`src/rtl/bus_slot_arbiter_pkg.sv`:
```
package bus_slot_arbiter_pkg;

  // Strobes from the decision logic to the registered datapath
  typedef struct packed {
    logic takeDma;
    logic takeBlit;
    logic takeCpu;
    logic denyInc;
    logic denyClr;
  } slotCtrl_t;

endpackage

```
`src/rtl/bus_slot_ctrl.sv`:
```
module bus_slot_ctrl
  import bus_slot_arbiter_pkg::*;
#(
  parameter int DENY_LIMIT = 3,
  localparam int CNT_W = $clog2(DENY_LIMIT + 1)
) (
  input  logic             dmaBusy,
  input  logic             blitActive,
  input  logic             blitReq,
  input  logic             cpuReq,
  input  logic             blitPrio,
  input  logic [CNT_W-1:0] denyCnt,
  output slotCtrl_t        ctrl
);

  logic blitWants;
  logic cpuStarved;

  always_comb begin
    blitWants  = blitReq && blitActive;
    cpuStarved = cpuReq && !blitPrio && (denyCnt == CNT_W'(DENY_LIMIT));
    ctrl       = '0;
    if (dmaBusy) begin
      ctrl.takeDma = 1'b1;
      ctrl.denyInc = cpuReq;
    end else if (blitWants && !cpuStarved) begin
      ctrl.takeBlit = 1'b1;
      ctrl.denyInc  = cpuReq;
    end else if (cpuReq) begin
      ctrl.takeCpu = 1'b1;
      ctrl.denyClr = 1'b1;
    end
  end

endmodule

```
`src/rtl/bus_slot_datapath.sv`:
```
module bus_slot_datapath
  import bus_slot_arbiter_pkg::*;
#(
  parameter int DENY_LIMIT = 3,
  localparam int CNT_W = $clog2(DENY_LIMIT + 1)
) (
  input  logic             clk,
  input  logic             rstN,
  input  slotCtrl_t        ctrl,
  output logic [CNT_W-1:0] denyCnt,
  output logic             grantDma,
  output logic             grantBlit,
  output logic             grantCpu
);

  always_ff @(posedge clk or negedge rstN) begin
    if (!rstN) begin
      denyCnt <= '0;
    end else if (ctrl.denyClr) begin
      denyCnt <= '0;
    end else if (ctrl.denyInc && (denyCnt != CNT_W'(DENY_LIMIT))) begin
      denyCnt <= denyCnt + 1'b1;
    end
  end

  always_ff @(posedge clk or negedge rstN) begin
    if (!rstN) begin
      grantDma  <= 1'b0;
      grantBlit <= 1'b0;
      grantCpu  <= 1'b0;
    end else begin
      grantDma  <= ctrl.takeDma;
      grantBlit <= ctrl.takeBlit;
      grantCpu  <= ctrl.takeCpu;
    end
  end

endmodule

```
`src/rtl/bus_slot_arbiter.sv`:
```
module bus_slot_arbiter
  import bus_slot_arbiter_pkg::*;
#(
  parameter int DENY_LIMIT = 3
) (
  input  logic clk,
  input  logic rstN,
  input  logic dmaBusy,
  input  logic blitActive,
  input  logic blitReq,
  input  logic cpuReq,
  input  logic blitPrio,
  output logic grantDma,
  output logic grantBlit,
  output logic grantCpu
);

  localparam int CNT_W = $clog2(DENY_LIMIT + 1);

  slotCtrl_t        ctrl;
  logic [CNT_W-1:0] denyCnt;

  bus_slot_ctrl #(.DENY_LIMIT(DENY_LIMIT)) u_ctrl (
    .dmaBusy    (dmaBusy),
    .blitActive (blitActive),
    .blitReq    (blitReq),
    .cpuReq     (cpuReq),
    .blitPrio   (blitPrio),
    .denyCnt    (denyCnt),
    .ctrl       (ctrl)
  );

  bus_slot_datapath #(.DENY_LIMIT(DENY_LIMIT)) u_dp (
    .clk       (clk),
    .rstN      (rstN),
    .ctrl      (ctrl),
    .denyCnt   (denyCnt),
    .grantDma  (grantDma),
    .grantBlit (grantBlit),
    .grantCpu  (grantCpu)
  );

endmodule

```
`config.mk`:
```
export PLATFORM = sky130hd
export DESIGN_NAME = bus_slot_arbiter
export DESIGN_NICKNAME = d
export VERILOG_FILES = /design/src/rtl/bus_slot_arbiter_pkg.sv /design/src/rtl/bus_slot_ctrl.sv /design/src/rtl/bus_slot_datapath.sv /design/src/rtl/bus_slot_arbiter.sv
export SDC_FILE = /design/constraint.sdc
export NUM_CORES = 1
export LEC_CHECK = 0
export BUFFER_PORTS_ARGS = -buffer_cell sky130_fd_sc_hd__clkbuf_2
export CAP_MARGIN = 10
export CORE_AREA = 2 2 39 41
export CTS_BUF_LIST = sky130_fd_sc_hd__clkbuf_8
export CTS_CLUSTER_DIAMETER = 80
export DETAILED_ROUTE_END_ITERATION = 8
export DIE_AREA = 0 0 41 43
export PLACE_DENSITY = 0.49
export SLEW_MARGIN = 20
export SYNTH_ARGS = -nofsm -noshare
export SYNTH_HDL_FRONTEND = slang
export SYNTH_SLANG_ARGS = --single-unit
```
`constraint.sdc`:
```
create_clock -name clk -period 1.6 [get_ports clk]
set_input_delay 0.16 -clock clk [delete_from_list [all_inputs] [get_ports clk]]
set_output_delay 0.16 -clock clk [all_outputs]
set_load 0.03 [all_outputs]
```
==> metrics.md <==
| Metric | Value |
|---|---|
| Outcome | finished clean |
| Tmin final | 1.22 ns |
| Filler instances | approximately 150 |
| # setup viols final | 0 |
| PortBufs | 9 |
| Largest net degree at the start of global routing | 6 |
| Via count | approximately 180 |
| Vias in the first global route | between 200 and 250 |
| Tot Pwr | ~500 uW |
| Wire length per cell | 11.0 um |
| CP Capture Type | flop |
| Remaining DRCs | 0 |
| Yosys warning count | 0 |
| Die extent in y | 43 um |
| Final Cycle Share | 0.764 |
| Static Leak | ~0.18 nW |
| TritonCTS clock tree | built |
| Share of layout cells above drive strength 1 | 0.548 |
| Row count | 14 |
| Nets | 40 |
| Post-cts sizing count | 0 |
| Initial Utilization | 0.177 |
| Element type at the critical path start | flop |
| Avg Cell Area, Syn | ~14 um^2 |
| Mapped Cells | 17 |
| Commonest non-fill, non-tap cells in the layout | 9 x clkbuf_2, 5 x dfrtp_1, 3 x inv_1, 3 x clkbuf_8, 2 x nand2b_4 |
| Synthesized Nets | 25 |
| Max clock buf depth | 2 |
| CP Data Arrival Time | between 1 and 1.5 ns |
| Layout area overhead | 49.0% |
| Worst Hold Class | primary input to flop |
| Detailed Route WL | between 500 and 600 um |
| Pwr/cell area | 1390 nW/um^2 |
| Worst slew margin | 0.792 |
| Detailed Route Iter0 Violations | 1 |
| Diodes inserted | 0 |
| Skew final | around 0.0020 ns |
| Hpwl dp | roughly 420 um |
| Die width | around 40 um |
| H-tree levels | 1 |
| Final Hold Viols | 0 |
| First-pass GRT wire length | between 800 and 900 um |
| Detail Route Antenna Nets | 0 |
| RD Place Congestion | ~0.66 |
| Netlist cell types | 11 |
| Post-Syn Area | approximately 250 um^2 |
| Multi-input gate area | about 110 um^2 |
| Skew-Pair Late Insertion Delay | approximately 0.22 ns |
| DRT Pass-1 Iters | 2 |
| Fmax achieved | slightly above 800 MHz |
| # clock sinks | 5 |
| Die area | 1760 um^2 |
| RSZ-0062 raised after global routing | false |
| Post-CTS Setup Bufs | 0 |
| Clock root cell | clkbuf_8 |
| Worst Max-Slew Pin Slew | 0.312 ns |
| Part of the Yosys area used for sequential elements | 0.510 |
| Req. time, crit path | about 1.7 ns |
| FF+latch count, synth | 5 |
| Most common cell after layout, fill and taps aside | clkbuf_2 |
| Critical-path maximum fanout | 3 |
| Maximum resistive drop on vdd | slightly above 400 uV |
| Flip-flop and latch area | roughly 130 um^2 |
| Worst-path clk slew | about 0.040 ns |
| Total grt overflow | 0 |
| TritonCTS Buffers | 3 |
| GRT Overall Usage | 0.0817 |
| Core area | 1380 um^2 |
| Initial antenna violation count | 0 |
| Post-Route Setup TNS | 0 ns |
| Max-cap violation count | 0 |
| IO Pins | 10 |
| Final Max Slew Viols | 0 |
| Vias per cell | between 3 and 4 |
| Kind of critical path | flop to flop |
[power breakdown]
group	switching [mW]	total (mW)	internal (mW)
Sequential	0.0128	0.163	0.150
Combinational	0.0588	0.113	0.0538
Clock	0.0664	0.231	0.165
[metrics by stage]
stage | setup WS [ns] | util | hold slack (ns) | cell area, um^2 | std cells
floorplan | 0.445 | - | -0.136 | 245 | 17
global placement | 0.423 | 0.224 | -0.0193 | 310 | 42
detailed placement | 0.387 | 0.224 | -0.0128 | 310 | 42
CTS | 0.372 | 0.264 | 0.115 | 365 | 47
global route | 0.309 | 0.264 | 0.111 | 365 | 47
finish | 0.378 | 0.264 | 0.116 | 365 | 47
[cells in the mapped netlist (all sizes together)]
cell type | n | area share
a311oi | 1 | 0.11
ha | 1 | 0.051
dfrtp | 5 | 0.51
o2111a | 1 | 0.046
mux2i | 1 | 0.041
nor2 | 1 | 0.026
nand2b | 2 | 0.11
or2 | 1 | 0.026
a21oi | 1 | 0.036
nand2 | 1 | 0.015
inv | 2 | 0.031
[state kept, by name (all words and copies together), names as in the netlist]
name,flops
u_dp.denyCnt,2
u_dp.grantBlit,1
u_dp.grantCpu,1
u_dp.grantDma,1
[cells by family (layout without fill, tap and decap cells)]
| kind of cell | Yosys count | count (layout) | share of synthesized area |
|---|---|---|---|
| AOI/OAI and AO/OA | 3 | 3 | 0.189 |
| adders and majority gates | 1 | 1 | 0.0510 |
| buffers and inverters | 2 | 16 | 0.0306 |
| DFF | 5 | 5 | 0.510 |
| muxes | 1 | 1 | 0.0408 |
| and+or+nand+nor | 5 | 5 | 0.179 |
[what timing repair did]
action	4_1_cts	5_1_grt
endpoints found under the hold margin	5	0
setup endpoints to repair	0	0
hold buffers	1	0
[path summary, 6_finish.rpt]
| path | startpoint | endpoint | slack, ns | cells past startpoint |
|---|---|---|---|---|
| max | u_dp.denyCnt[0] | u_dp.denyCnt[1] | 0.38 | 4 |
| min in group asynchronous | rstN | u_dp.denyCnt[0] | 0.29 | 2 |
| max reg2reg | u_dp.denyCnt[0] | u_dp.denyCnt[1] | 0.38 | 4 |
| max in group asynchronous | rstN | u_dp.grantCpu | 1.17 | 2 |
| min reg2reg | u_dp.denyCnt[1] | u_dp.denyCnt[1] | 0.54 | 2 |
| min | dmaBusy | u_dp.grantDma | 0.12 | 1 |
[area by class of cell]
class	count	area share
well taps	16	0.0548
multi-input cells	10	0.308
flip-flops and latches	5	0.342
inverters	2	0.0205
clock buffers	3	0.113
clock inverters	1	0.0103
repair buffers	10	0.151
[worst max-delay path, cell delays in order, from the launching register on]
cell and delay (ns):
dfrtp_1 0.35, ha_1 0.23, nand2b_4 0.08, a311oi_4 0.37, nor2_2 0.07
[per-layer routing]
metal / track usage / share of wire / vias to the layer above
met5: 0 / 0 / -
met4: 0.0600 / 0 / 0
met3: 0.0471 / 0.11 / 0
met2: 0.106 / 0.45 / 12
met1: 0.0948 / 0.44 / 84
li1: - / - / 85
Note: power is estimated with default switching activity, not from simulation.
